--- config.mk ---
export PLATFORM = sky130hd
export DESIGN_NAME = rate_lock_supervisor
export DESIGN_NICKNAME = d
export VERILOG_FILES = /design/src/rtl/rls_pkg.sv /design/src/rtl/rls_window_counter.sv /design/src/rtl/rls_acq_fsm.sv /design/src/rtl/rate_lock_supervisor.sv
export SDC_FILE = /design/constraint.sdc
export NUM_CORES = 1
export LEC_CHECK = 0
export BUFFER_PORTS_ARGS = -buffer_cell sky130_fd_sc_hd__buf_2
export CORE_MARGIN = 2
export CORE_UTILIZATION = 40
export CTS_CLUSTER_SIZE = 12
export DETAILED_ROUTE_END_ITERATION = 10
export PLACE_DENSITY_LB_ADDON = 0.3
export REMOVE_ABC_BUFFERS = 1
export SYNTH_ARGS = -nofsm -noshare
export SYNTH_HDL_FRONTEND = slang
export SYNTH_SLANG_ARGS = --single-unit
--- constraint.sdc ---
create_clock -name clk_ref -period 2.5 [get_ports clk_ref]
set_clock_uncertainty 0.05 [all_clocks]
set_input_delay 0.125 -clock clk_ref [delete_from_list [all_inputs] [get_ports clk_ref]]
set_output_delay 0.125 -clock clk_ref [all_outputs]
set_load 0.01 [all_outputs]
--- src/rtl/rls_pkg.sv ---
package rls_pkg;

    typedef enum logic [1:0] {
        ACQ_FREQ   = 2'd0,
        ACQ_PHASE  = 2'd1,
        ACQ_LOCKED = 2'd2
    } acq_state_e;

    typedef enum logic [1:0] {
        WIN_OFF  = 2'd0,
        WIN_GOOD = 2'd1,
        WIN_HARM = 2'd2
    } win_verdict_e;

    typedef struct packed {
        logic         valid;
        win_verdict_e verdict;
    } win_result_t;

    localparam logic [2:0] RATE_NONE = 3'b000;

    // Grade one window count against the target and its harmonics.
    function automatic win_verdict_e judge(input int count, input int target, input int tol_pct);
        int band;
        int hband;
        int dbl;
        int hlf;
        band = (target * tol_pct) / 100;
        if (band < 1) band = 1;
        hband = band / 2;
        if (hband < 1) hband = 1;
        dbl = 2 * target;
        hlf = target / 2;
        if (count >= target - band && count <= target + band)
            return WIN_GOOD;
        if ((count >= dbl - 2 * band && count <= dbl + 2 * band) ||
            (count >= hlf - hband && count <= hlf + hband))
            return WIN_HARM;
        return WIN_OFF;
    endfunction

endpackage

--- src/rtl/rls_window_counter.sv ---
module rls_window_counter
    import rls_pkg::*;
#(
    parameter int WINDOW      = 1000,
    parameter int EXPECTED    = 250,
    parameter int TOL_PCT     = 2,
    parameter int SYNC_STAGES = 2
) (
    input  logic        clk,
    input  logic        rst,
    input  logic        rec_clk,
    output win_result_t result
);

    localparam int WIN_W  = $clog2(WINDOW);
    localparam int CNT_W  = $clog2(WINDOW + 1);
    localparam int PIPE_W = SYNC_STAGES + 1;

    logic [PIPE_W-1:0] sync_q;
    logic [WIN_W-1:0]  win_cnt;
    logic [CNT_W-1:0]  edge_cnt;
    logic              edge_pulse;
    logic              win_last;

    // Synchroniser stages plus one history stage for edge detection.
    always_ff @(posedge clk) begin
        if (rst) sync_q <= '0;
        else     sync_q <= {sync_q[PIPE_W-2:0], rec_clk};
    end

    assign edge_pulse = sync_q[PIPE_W-2] & ~sync_q[PIPE_W-1];
    assign win_last   = (win_cnt == WIN_W'(WINDOW - 1));

    always_ff @(posedge clk) begin
        if (rst) begin
            win_cnt  <= '0;
            edge_cnt <= '0;
        end else if (win_last) begin
            win_cnt  <= '0;
            edge_cnt <= '0;
        end else begin
            win_cnt  <= win_cnt + WIN_W'(1);
            edge_cnt <= edge_cnt + CNT_W'(edge_pulse);
        end
    end

    always_comb begin
        result.valid   = win_last;
        result.verdict = judge(int'(edge_cnt) + int'(edge_pulse), EXPECTED, TOL_PCT);
    end

endmodule

--- src/rtl/rls_acq_fsm.sv ---
module rls_acq_fsm
    import rls_pkg::*;
#(
    parameter int         LOCK_WINDOWS = 2,
    parameter logic [2:0] RATE_CODE    = 3'b010
) (
    input  logic        clk,
    input  logic        rst,
    input  win_result_t win,
    input  logic        rate_ok,
    input  logic        phase_aligned,
    output acq_state_e  state,
    output logic [2:0]  rate_hold
);

    localparam int STK_W = $clog2(LOCK_WINDOWS + 1);

    acq_state_e       state_d;
    logic [STK_W-1:0] streak, streak_d;
    logic [2:0]       hold_d;
    logic             qualified;

    assign qualified = (win.verdict == WIN_GOOD) && rate_ok;

    always_comb begin
        state_d  = state;
        streak_d = streak;
        hold_d   = rate_hold;
        case (state)
            ACQ_FREQ: begin
                streak_d = '0;
                if (win.valid && qualified) state_d = ACQ_PHASE;
            end
            ACQ_PHASE: begin
                if (win.valid) begin
                    if (!qualified) begin
                        state_d  = ACQ_FREQ;
                        streak_d = '0;
                    end else if (phase_aligned) begin
                        if (streak == STK_W'(LOCK_WINDOWS - 1)) begin
                            state_d  = ACQ_LOCKED;
                            streak_d = '0;
                            hold_d   = RATE_CODE;
                        end else begin
                            streak_d = streak + STK_W'(1);
                        end
                    end else begin
                        streak_d = '0;
                    end
                end
            end
            ACQ_LOCKED: begin
                if (win.valid && !qualified) state_d = ACQ_FREQ;
            end
            default: state_d = ACQ_FREQ;
        endcase
    end

    always_ff @(posedge clk) begin
        if (rst) begin
            state     <= ACQ_FREQ;
            streak    <= '0;
            rate_hold <= RATE_NONE;
        end else begin
            state     <= state_d;
            streak    <= streak_d;
            rate_hold <= hold_d;
        end
    end

endmodule

--- src/rtl/rate_lock_supervisor.sv ---
module rate_lock_supervisor
    import rls_pkg::*;
#(
    parameter int         WINDOW       = 1000,
    parameter int         EXPECTED     = 250,
    parameter int         TOL_PCT      = 2,
    parameter int         LOCK_WINDOWS = 2,
    parameter logic [2:0] RATE_CODE    = 3'b010
) (
    input  logic       clk_ref,
    input  logic       rst,
    input  logic       rec_clk,
    input  logic       auto_mode,
    input  logic [2:0] rate_in,
    input  logic       phase_aligned,
    output logic       lock_o,
    output logic       sig_det_o,
    output logic       loop_sel_o,
    output logic [2:0] rate_out,
    output logic       rate_oe
);

    win_result_t win_res;
    acq_state_e  acq_state;
    logic [2:0]  rate_hold;
    logic        rate_ok;
    logic        win_end;

    assign rate_ok = auto_mode | (rate_in == RATE_CODE);
    assign win_end = win_res.valid;

    rls_window_counter #(
        .WINDOW   (WINDOW),
        .EXPECTED (EXPECTED),
        .TOL_PCT  (TOL_PCT)
    ) u_counter (
        .clk    (clk_ref),
        .rst    (rst),
        .rec_clk(rec_clk),
        .result (win_res)
    );

    rls_acq_fsm #(
        .LOCK_WINDOWS(LOCK_WINDOWS),
        .RATE_CODE   (RATE_CODE)
    ) u_fsm (
        .clk          (clk_ref),
        .rst          (rst),
        .win          (win_res),
        .rate_ok      (rate_ok),
        .phase_aligned(phase_aligned),
        .state        (acq_state),
        .rate_hold    (rate_hold)
    );

    assign lock_o     = (acq_state == ACQ_LOCKED);
    assign loop_sel_o = (acq_state != ACQ_FREQ);
    assign sig_det_o  = lock_o & rate_ok;
    assign rate_oe    = auto_mode;
    assign rate_out   = auto_mode ? rate_hold : RATE_NONE;

endmodule

==> results of run 1 <==
## kinds of logic (layout without fill, tap and decap cells)
family | count (synthesis) | count (layout)
AO/OA/AOI/OAI | 17 | 17
XOR/XNOR | 14 | 14
adder cells (fa/ha/maj) | 3 | 3
buffers and inverters | 16 | 27
flip-flops | 28 | 28
multiplexers | 1 | 1
other | 1 | 2
AND/OR/NAND/NOR | 72 | 72
## critical path, delay by kind of cell, from the launching register on
kind	cells	cell delay (ns)
adders and majority gates	2	0.48
xor gates and xnor gates	1	0.24
and+or+nand+nor	3	0.87
AOI/OAI and AO/OA	2	0.26
DFF	1	0.33
## placed cells by master (no fill, tap or decap), drive strengths merged, types with 2 or more instances in the layout
master	instances
nand3	12
o21ai	3
nand4	4
nor3	2
and2	3
dfxtp	28
conb	2
nand2	4
o311ai	2
or3	3
clkbuf	3
xnor2	4
inv	9
or4	2
nor4	2
buf	13
a21oi	6
nor2	26
ha	3
nor2b	4
and3	4
xor2	10
o21a	2
## state kept, by name, indices dropped and copies added (netlist names)
signal              count
u_counter.edge_cnt     10
u_counter.win_cnt      10
u_counter.sync_q        3
u_fsm.state             2
u_fsm.streak            2
u_fsm.rate_hold         1
## through the flow
stage | hold slack (ns) | instance area [sq um] | setup WS, ns | power (W) | std cells
6_report | 0.02848 | 1455 | 0.1927 | 0.0007863 | 208
3_5_place_dp | 0.2902 | 1393 | 0.2086 | 0.0005017 | 203
3_3_place_gp | 0.2840 | 1393 | 0.2694 | 0.0004999 | 203
2_1_floorplan | 0.1466 | 1270 | 0.3337 | 0.0004856 | 146
4_1_cts | 0.01044 | 1455 | 0.1822 | 0.0007979 | 208
5_1_grt | 0.02307 | 1455 | 0.05018 | 0.0008212 | 208
## layout make-up
| class | instances | area [sq um] | area share, % |
|---|---|---|---|
| Multi-Input combinational cell | 109 | 675.6 | 46.43 |
| Sequential cell | 28 | 560.5 | 38.52 |
| Timing Repair Buffer | 14 | 77.57 | 5.331 |
| Tap cell | 44 | 55.05 | 3.783 |
| Inverter | 9 | 33.78 | 2.322 |
| Clock inverter | 1 | 30.03 | 2.064 |
| Clock buffer | 3 | 22.52 | 1.548 |
## power breakdown
group	switching [W]	internal, W
Sequential	0.00000511	0.000454
Combinational	0.0000197	0.0000146
Clock	0.000131	0.000162
Total	0.000156	0.000630
## layer usage
| layer | wire length [um] | GRT usage (%) |
|---|---|---|
| met1 | 1061 | 16.80 |
| met2 | 1145 | 25.23 |
| met3 | 102 | 4.412 |
| met4 | 19 | 3.727 |
| met5 | 0 | 0 |
## path summary, 6_finish.rpt
check	from	to	slack, ns
worst min-delay path	rst	u_counter.sync_q[0]	0.03
worst max-delay path	u_counter.sync_q[1]	u_fsm.streak[1]	0.19
worst max register to register	u_counter.sync_q[1]	u_fsm.streak[1]	0.19
worst min register to register	u_counter.sync_q[1]	u_counter.sync_q[2]	0.42
==> impl_metrics.json, run 1 <==
{
  "yosysSeqAreaShare_pct": 42.91,
  "synthXorXnorAreaFrac_pct": 9.387,
  "gr-usage-all-layers_pct": 14.30,
  "insertedDiodeCount": 0,
  "synth_commonest_cells": "28 x sky130_fd_sc_hd__dfxtp_1, 26 x sky130_fd_sc_hd__nor2_1, 12 x sky130_fd_sc_hd__nand3_1",
  "grt.overflow.total": 0,
  "clkLatencyLatePin_ns": 0.33,
  "cts.htree.levels": 1,
  "synth_top_family_by_area": "simple AND/OR/NAND/NOR gates",
  "pin_count": 15,
  "mappedNetlistArea_sq_mm": 0.001306,
  "gpl.final_weighted_congestion": 0.7766,
  "startpoint_type": "register",
  "post_synth.cell_area_avg_sq_um": 8.594,
  "postRouteAntennaNets": 0,
  "synthDistinctLibCells": 41,
  "synth.area.mux_share_pct": 0.7663,
  "crit_required_ns": 2.70,
  "rsz0062_at_grt": "no",
  "postCtsResizedCells": 0,
  "finalHoldViolCount": 0,
  "adder_cell_area_share_of_the_yosys_netlist_pct": 2.874,
  "min_period_ns": 2.307,
  "detailedPlacementHpwl_um": 1748,
  "synth_edf_count": 0,
  "wl_per_cell_um": 11.19,
  "worst-path-max-fanout": 6,
  "numClockSinks": 28,
  "result_of_the_run": "finished clean",
  "max_freq_ghz": 0.4334,
  "post_route_cells_drive_above_1_share_pct": 14.63,
  "design.die.area_sq_mm": 0.003739,
  "cts_tree": "done",
  "worst-setup-path-type": "register to register",
  "fraction_of_synthesis_flops_using_an_asynchronous_set_or_reset_pin_pct": 0,
  "critical_path.slowest_cell": "sky130_fd_sc_hd__or4_1",
  "grt_pass1_wl_um": 3960,
  "num_vias": 1052,
  "ys_top_cells_by_area": "sky130_fd_sc_hd__dfxtp_1 43%, sky130_fd_sc_hd__nor2_1 7.5%, sky130_fd_sc_hd__xor2_1 6.7%",
  "worstSetupEndpointType": "register",
  "holdBufCountCts": 1,
  "initial_core_util_pct": 42.44,
  "setup_tns_ns": 0,
  "clkSlewWorstSetupHoldPaths_ns": 0.15,
  "detail_route.vias_per_cell": 5.058,
  "worstPathArrival_ns": 2.51,
  "cts-buffers-inserted": 3,
  "fraction_of_the_cycle_the_final_worst_path_needs_pct": 92.29,
  "drt-total-wl_um": 2328,
  "synth_flop_cell": "sky130_fd_sc_hd__dfxtp_1",
  "max_cap_viol_count": 0,
  "grt_pass1_vias": 930,
  "finish.utilization_pct": 47.28,
  "synth_seq_cells": 28,
  "detail_route.first_pass.iterations": 5,
  "violation_count_after_the_first_detailed_routing_iteration": 56,
  "nFillCells": 316,
  "route.detailed.drc": 0,
  "core_area_sq_mm": 0.003078,
  "io_buffers": 12,
  "antenna_violations_before_repair": 0,
  "placement_rows": 20,
  "grt_max_degree": 19,
  "cts_post_setup_buffers_inserted": 0,
  "synthToLayoutAreaGrowth_pct": 11.40,
  "die_h_um": 61.15,
  "powerDensity_mw_per_mm2": 540.4,
  "floorplan.die.width_um": 61.15,
  "min_delay_path_depth": 2,
  "crit_chain": "nor2b_1, ha_1, ha_1, xnor2_1, a2111oi_0, or4_1, and4_1, o21a_1",
  "ys.warnings.count": 0,
  "finalSetupViolations": 0,
  "share_of_the_synthesized_area_in_compound_gates_ao_oa_aoi_oai_pct": 8.621,
  "p_leak_nw": 0.5705,
  "worst_hold_check_path_type": "input pin to register",
  "worst_ir_drop_on_vdd_v": 0.0003137,
  "crit_path_max_incr_delay_ns": 0.54,
  "r2r.worst_path.cells": 8,
  "post_synth_inst_count": 152,
  "yosys.area.top_type_share_pct": 42.91,
  "synth-simple-area-share_pct": 29.50,
  "cts.path.max_buffers": 2,
  "clockRootBuffer": "sky130_fd_sc_hd__clkbuf_4",
  "finalNetCount": 176,
  "finalMaxSlewViolations": 0,
  "synthDominantAreaCellType": "sky130_fd_sc_hd__dfxtp_1",
  "yosysMostFrequentCell": "sky130_fd_sc_hd__dfxtp_1",
  "cp_common_cell": "sky130_fd_sc_hd__ha_1"
}
Note: power is estimated with default switching activity, not from simulation.
==> run 2, diff against run 1 <==
--- a/config.mk
+++ b/config.mk
@@ -8,10 +8,12 @@
 export BUFFER_PORTS_ARGS = -buffer_cell sky130_fd_sc_hd__buf_2
 export CORE_MARGIN = 2
 export CORE_UTILIZATION = 40
+export CTS_BUF_LIST = sky130_fd_sc_hd__clkbuf_8
 export CTS_CLUSTER_SIZE = 12
 export DETAILED_ROUTE_END_ITERATION = 10
 export PLACE_DENSITY_LB_ADDON = 0.3
 export REMOVE_ABC_BUFFERS = 1
 export SYNTH_ARGS = -nofsm -noshare
 export SYNTH_HDL_FRONTEND = slang
+export SYNTH_HIERARCHICAL = 1
 export SYNTH_SLANG_ARGS = --single-unit
==> impl_metrics.json, run 2 <==
{
  "power.total_w": 0.0008626,
  "nFillCells": 376,
  "crit_required_ns": 2.65,
  "yosysMostFrequentCell": "sky130_fd_sc_hd__dfxtp_1",
  "max_cap_viol_count": 0,
  "post_route_cells_drive_above_1_share_pct": 24.88,
  "post_synth.cell_area_avg_sq_um": 8.396,
  "clockRootBuffer": "sky130_fd_sc_hd__clkbuf_8",
  "synth_edf_count": 0,
  "postRouteAntennaNets": 0,
  "dp_area_sq_mm": 0.001713,
  "synth_flop_cell": "sky130_fd_sc_hd__dfxtp_1",
  "antenna_violations_before_repair": 0,
  "finalNetCount": 221,
  "fraction_of_synthesis_flops_using_an_asynchronous_set_or_reset_pin_pct": 0,
  "max_freq_ghz": 0.4125,
  "ff2ff_setup_slack_ns": 0.08,
  "setup_tns_ns": 0,
  "die_h_um": 67.15,
  "io_buffers": 12,
  "ys_top_cells_by_area": "sky130_fd_sc_hd__dfxtp_1 35%, sky130_fd_sc_hd__nor2_1 5.2%, sky130_fd_sc_hd__a21oi_1 4.4%",
  "route.detailed.drc": 0,
  "grt_max_degree": 19,
  "finish.instance_area_sq_mm": 0.001906,
  "finalSetupViolations": 0,
  "startpoint_type": "register",
  "mappedNetlistArea_sq_mm": 0.001595,
  "worst_ir_drop_on_vdd_v": 0.0003266,
  "yosysSeqAreaShare_pct": 35.14,
  "gr-usage-all-layers_pct": 14.98,
  "placed_cells_incl_taps": 249,
  "cts-buffers-inserted": 3,
  "synthDistinctLibCells": 53,
  "ys.warnings.count": 6,
  "gpl.final_weighted_congestion": 0.9034,
  "worst-setup-path-type": "register to register",
  "grt.overflow.total": 0,
  "pin_count": 15,
  "floorplan.die.width_um": 67.15,
  "most-common-layout-cells": "27 x sky130_fd_sc_hd__dfxtp_1, 21 x sky130_fd_sc_hd__nor2_1, 13 x sky130_fd_sc_hd__a21oi_1",
  "rsz0062_at_grt": "yes",
  "violation_count_after_the_first_detailed_routing_iteration": 108,
  "cts.htree.levels": 1,
  "worst_hold_check_path_type": "input pin to register",
  "num_vias": 1376,
  "cts.path.max_buffers": 2,
  "core_area_sq_mm": 0.003744,
  "min_period_ns": 2.424,
  "clkLatencyLatePin_ns": 0.27,
  "design.die.area_sq_mm": 0.004509,
  "final_common_cell": "sky130_fd_sc_hd__dfxtp_1",
  "initial_core_util_pct": 42.61,
  "fraction_of_the_cycle_the_final_worst_path_needs_pct": 96.97,
  "cts_tree": "done",
  "powerDensity_mw_per_mm2": 452.7,
  "clkSlewWorstSetupHoldPaths_ns": 0.09,
  "finalHoldViolCount": 0,
  "detail_route.first_pass.iterations": 4,
  "number_of_non_filler_instances_in_the_completed_layout": 257,
  "wl_per_cell_um": 12.77,
  "grt_pass1_wl_um": 5264,
  "numClockSinks": 28,
  "insertedDiodeCount": 0,
  "worstSetupEndpointType": "register",
  "worstPathArrival_ns": 2.58,
  "top_regs": "u_counter/edge_cnt x10, u_counter/win_cnt x10, u_counter/sync_q x3",
  "synthDominantAreaCellType": "sky130_fd_sc_hd__dfxtp_1",
  "yosys.area.top_type_share_pct": 35.14,
  "synth_seq_cells": 28,
  "synth_commonest_cells": "28 x sky130_fd_sc_hd__dfxtp_1, 22 x sky130_fd_sc_hd__nor2_1, 14 x sky130_fd_sc_hd__a21oi_1",
  "grt_pass1_vias": 1225,
  "synthToLayoutAreaGrowth_pct": 19.45,
  "multiInputGateArea_sq_mm": 0.001006,
  "p_leak_nw": 0.6764,
  "drt-total-wl_um": 3281,
  "detailedPlacementHpwl_um": 2248,
  "placement_rows": 22,
  "post_synth_inst_count": 190,
  "area_taken_by_flip_flops_and_latches_sq_um": 561.8,
  "detail_route.vias_per_cell": 5.354,
  "finalMaxSlewViolations": 0,
  "worst-path-max-fanout": 5,
  "result_of_the_run": "finished clean"
}
## run 2: changes by cell type after synthesis, moves of 4 or more
cell,change
sky130_fd_sc_hd__a21oi_1,+9
sky130_fd_sc_hd__nand2_1,+6
sky130_fd_sc_hd__nand3_1,-6
sky130_fd_sc_hd__nor2_1,-4
sky130_fd_sc_hd__o21ai_0,+7
sky130_fd_sc_hd__or3_1,+4
sky130_fd_sc_hd__xor2_1,-4
## run 2: repair_timing
item                       in CTS  in global routing
setup endpoints to repair       3                  5
hold buffers                    0                  0
gates resized for setup         5                 15
setup buffers                   0                  4
pin swaps                       0                 14
## run 2: worst paths after layout
path                                            end  cells after the start                start
worst max-delay path                u_fsm/streak[0]                     11  u_counter/sync_q[1]
worst min-delay path            u_counter/sync_q[0]                      2              rec_clk
worst max register to register      u_fsm/streak[0]                     11  u_counter/sync_q[1]
worst min register to register  u_counter/sync_q[1]                      1  u_counter/sync_q[0]
## run 2: cells by family after synthesis
logic type	Yosys count	synth area share (%)
adder cells (fa/ha/maj)	3	2.353
AND/OR/NAND/NOR	84	31.14
flip-flops	28	35.14
buffers and inverters	20	6.980
XOR/XNOR	13	7.137
multiplexers	1	0.6275
AO/OA/AOI/OAI	40	16.39
other	1	0.2351
## run 2: cell type report
class	instances	share of cell area (%)
clock inverters	1	1.576
flip-flops and latches	28	29.48
multi-input cells	143	52.79
clock buffers	3	2.167
inverters	8	1.576
well taps	48	3.152
repair buffers	26	9.258
## run 2: critical path: stages (launching register included)
cell and delay, ns:
sky130_fd_sc_hd__dfxtp_2 0.33, sky130_fd_sc_hd__nor2b_4 0.12, sky130_fd_sc_hd__ha_4 0.17, sky130_fd_sc_hd__ha_4 0.27
sky130_fd_sc_hd__nand3_2 0.07, sky130_fd_sc_hd__or3_1 0.37, sky130_fd_sc_hd__a21oi_2 0.13, sky130_fd_sc_hd__a311o_1 0.13
sky130_fd_sc_hd__a2111oi_2 0.07, sky130_fd_sc_hd__and3b_2 0.30, sky130_fd_sc_hd__nand4b_1 0.12, sky130_fd_sc_hd__a211oi_2 0.23
## run 2: report_power, final
group	switching, W	total [W]	leakage [nW]	internal [W]
clock network	0.000142	0.000356	0.0357	0.000214
registers	0.00000490	0.000458	0.227	0.000453
logic	0.0000269	0.0000482	0.414	0.0000213
## run 2: layer usage
layer | track usage, % | vias up | wire length (um)
met5 | 0 | - | 0
met4 | 3.061 | 0 | 41
met3 | 3.500 | 5 | 123
met2 | 24.63 | 22 | 1592
met1 | 20.08 | 652 | 1523
li1 | - | 697 | -
## run 2: per-stage QoR
stage / utilization, % / setup slack [ns] / hold WS, ns
floorplan: - / -0.1920 / 0.1396
global placement: 45.76 / 0.02528 / 0.2845
detailed placement: 45.76 / -0.04358 / 0.2981
CTS: 48.20 / 0.007692 / 0.004598
global route: 50.90 / -0.05285 / 0.01362
finish: 50.90 / 0.07582 / 0.002983
==> run 3, diff against run 2 <==
--- a/config.mk
+++ b/config.mk
@@ -7,11 +7,12 @@
 export LEC_CHECK = 0
 export BUFFER_PORTS_ARGS = -buffer_cell sky130_fd_sc_hd__buf_2
 export CORE_MARGIN = 2
-export CORE_UTILIZATION = 40
+export CORE_UTILIZATION = 53
 export CTS_BUF_LIST = sky130_fd_sc_hd__clkbuf_8
 export CTS_CLUSTER_SIZE = 12
 export DETAILED_ROUTE_END_ITERATION = 10
 export PLACE_DENSITY_LB_ADDON = 0.3
+export RECOVER_POWER = 50
 export REMOVE_ABC_BUFFERS = 1
 export SYNTH_ARGS = -nofsm -noshare
 export SYNTH_HDL_FRONTEND = slang
==> impl_metrics.json, run 3 (synthesized netlist as in run 2, its figures left out) <==
{
  "power_switching_share_pct": 19.93,
  "clkSlewWorstSetupHoldPaths_ns": 0.09,
  "detailedPlacementHpwl_um": 2303,
  "finalSetupViolations": 0,
  "placement_rows": 19,
  "powerDensity_mw_per_mm2": 452.6,
  "rr_startpoint": "u_counter/sync_q[1]",
  "finalNetCount": 220,
  "worst-path-max-fanout": 5,
  "worst-setup-path-type": "register to register",
  "core_area_sq_mm": 0.002805,
  "ff2ff_setup_slack_ns": 0.05,
  "critPathBufInv": 0,
  "die_h_um": 58.87,
  "wl_per_cell_um": 14.11,
  "worstReg2RegEnd": "u_fsm/streak[0]",
  "max_freq_ghz": 0.4083,
  "worstPathArrival_ns": 2.59,
  "most-common-layout-cells": "27 x sky130_fd_sc_hd__dfxtp_1, 21 x sky130_fd_sc_hd__nor2_1, 13 x sky130_fd_sc_hd__a21oi_1",
  "clockRootBuffer": "sky130_fd_sc_hd__clkbuf_8",
  "cellInternalPower_w": 0.0006879,
  "dp_area_sq_mm": 0.001684,
  "crit_required_ns": 2.65,
  "synthToLayoutAreaGrowth_pct": 18.98,
  "cts_tree": "done",
  "gr-usage-all-layers_pct": 20.17,
  "crit_chain": "nor2b_4, ha_4, ha_4, xnor2_4, or3_4, a21oi_2, a311o_1, a2111oi_2, and3b_2, nand4b_1, a211oi_2",
  "power.total_w": 0.0008591,
  "route.detailed.drc": 0,
  "cts.path.max_buffers": 2,
  "grt_pass1_vias": 1261,
  "initial_core_util_pct": 56.87,
  "power.share.combinational_pct": 5.6,
  "crit_path_max_incr_delay_ns": 0.38,
  "clkPwrFrac_pct": 41.0,
  "cts-buffers-inserted": 3,
  "fraction_of_the_cycle_the_final_worst_path_needs_pct": 97.97,
  "result_of_the_run": "finished clean",
  "pin_count": 15,
  "grt.overflow.total": 0,
  "gpl.final_weighted_congestion": 0.8816,
  "violation_count_after_the_first_detailed_routing_iteration": 110,
  "hold_path_startpoint": "rec_clk",
  "dp_worst_slack_ns": -0.07223,
  "min_delay_path_depth": 2,
  "worstSetupStartpoint": "u_counter/sync_q[1]",
  "min_to": "u_counter/sync_q[0]",
  "antenna_violations_before_repair": 0,
  "io_buffers": 12,
  "max_cap_viol_count": 0,
  "finalHoldViolCount": 0,
  "nFillCells": 225,
  "post_route_cells_drive_above_1_share_pct": 25.48,
  "critical_path.slowest_cell": "sky130_fd_sc_hd__or3_4",
  "min_period_ns": 2.449,
  "worstSetupEndpointType": "register",
  "detail_route.vias_per_cell": 5.895,
  "total_switching_power_w": 0.0001712,
  "insertedDiodeCount": 0,
  "postRouteAntennaNets": 0,
  "rsz0062_at_grt": "yes",
  "top_regs": "u_counter/edge_cnt x10, u_counter/win_cnt x10, u_counter/sync_q x3",
  "finalMaxSlewViolations": 0,
  "grt_pass1_wl_um": 5451,
  "design.die.area_sq_mm": 0.003465,
  "startpoint_type": "register",
  "seqPwrFrac_pct": 53.3,
  "critical_path.top_delay_family": "simple AND/OR/NAND/NOR gates",
  "setup_tns_ns": 0,
  "grt_max_degree": 19,
  "drt-total-wl_um": 3373,
  "cp_common_cell": "sky130_fd_sc_hd__ha_4",
  "r2r.worst_path.cells": 11,
  "final_setup_slack_of_the_worst_path_ns": 0.05071,
  "p_leak_nw": 0.6829,
  "final_common_cell": "sky130_fd_sc_hd__dfxtp_1",
  "worst_hold_check_path_type": "input pin to register",
  "cts.htree.levels": 1,
  "floorplan.die.width_um": 58.87,
  "holdBufCountCts": 0,
  "finish.instance_area_sq_mm": 0.001898,
  "numClockSinks": 28,
  "clkLatencyLatePin_ns": 0.27,
  "worst_ir_drop_on_vdd_v": 0.0004640,
  "num_vias": 1409,
  "detail_route.first_pass.iterations": 4
}
-- run 3: cell types whose count changed in the layout (fill, tap and decap cells not counted), sizes merged --
cell and change:
buf -2, clkbuf +1
-- run 3: layer usage --
metal | vias up | global-route usage [%] | part of all wire [%]
met1 | 670 | 24.93 | 44
met3 | 8 | 3.956 | 3.5
met5 | - | 0 | 0
li1 | 696 | - | -
met2 | 35 | 35.87 | 51
met4 | 0 | 4.870 | 1.6
-- run 3: repair_timing --
item | CTS | global route
gates cloned | 0 | 0
endpoints found under the setup margin | 5 | 5
pin swaps | 9 | 7
setup buffers | 0 | 4
gates resized for setup | 11 | 14
-- run 3: area by class of cell --
type	count	area [sq um]	share of cell area, %
Timing Repair Buffer	25	163.9	8.635
Multi-Input combinational cell	143	1032	54.38
Inverter	8	30.03	1.582
Sequential cell	28	561.8	29.60
Clock buffer	3	41.29	2.175
Tap cell	31	38.79	2.044
Clock inverter	1	30.03	1.582
-- run 3: per-stage QoR --
step           util [%]  std cells  hold slack [ns]
6_report          67.66        239          0.01119
5_1_grt           67.66        239          0.02607
3_5_place_dp      60.04        231           0.2927
3_3_place_gp      60.04        231           0.2867
4_1_cts           64.59        235         0.003682
2_1_floorplan         -        179           0.1396
-- run 3: worst max-delay path by stage --
stage / to / slack [ns] / cells after the start
floorplan: u_fsm/state[1] / -0.19 / 11
global placement: u_fsm/state[1] / 0.04 / 11
detailed placement: u_fsm/state[1] / -0.07 / 11
CTS: u_fsm/streak[0] / 0.02 / 11
global route: u_fsm/streak[0] / -0.05 / 12
finish: u_fsm/streak[0] / 0.05 / 11
-- run 3: power by group through the flow --
stage          Sequential, W  Combinational (W)  Clock, W
2_1_floorplan       0.000467          0.0000240         0
5_1_grt             0.000459          0.0000536  0.000378
3_3_place_gp        0.000467          0.0000408         0
4_1_cts             0.000458          0.0000462  0.000363
3_5_place_dp        0.000468          0.0000431         0
6_report            0.000458          0.0000485  0.000353
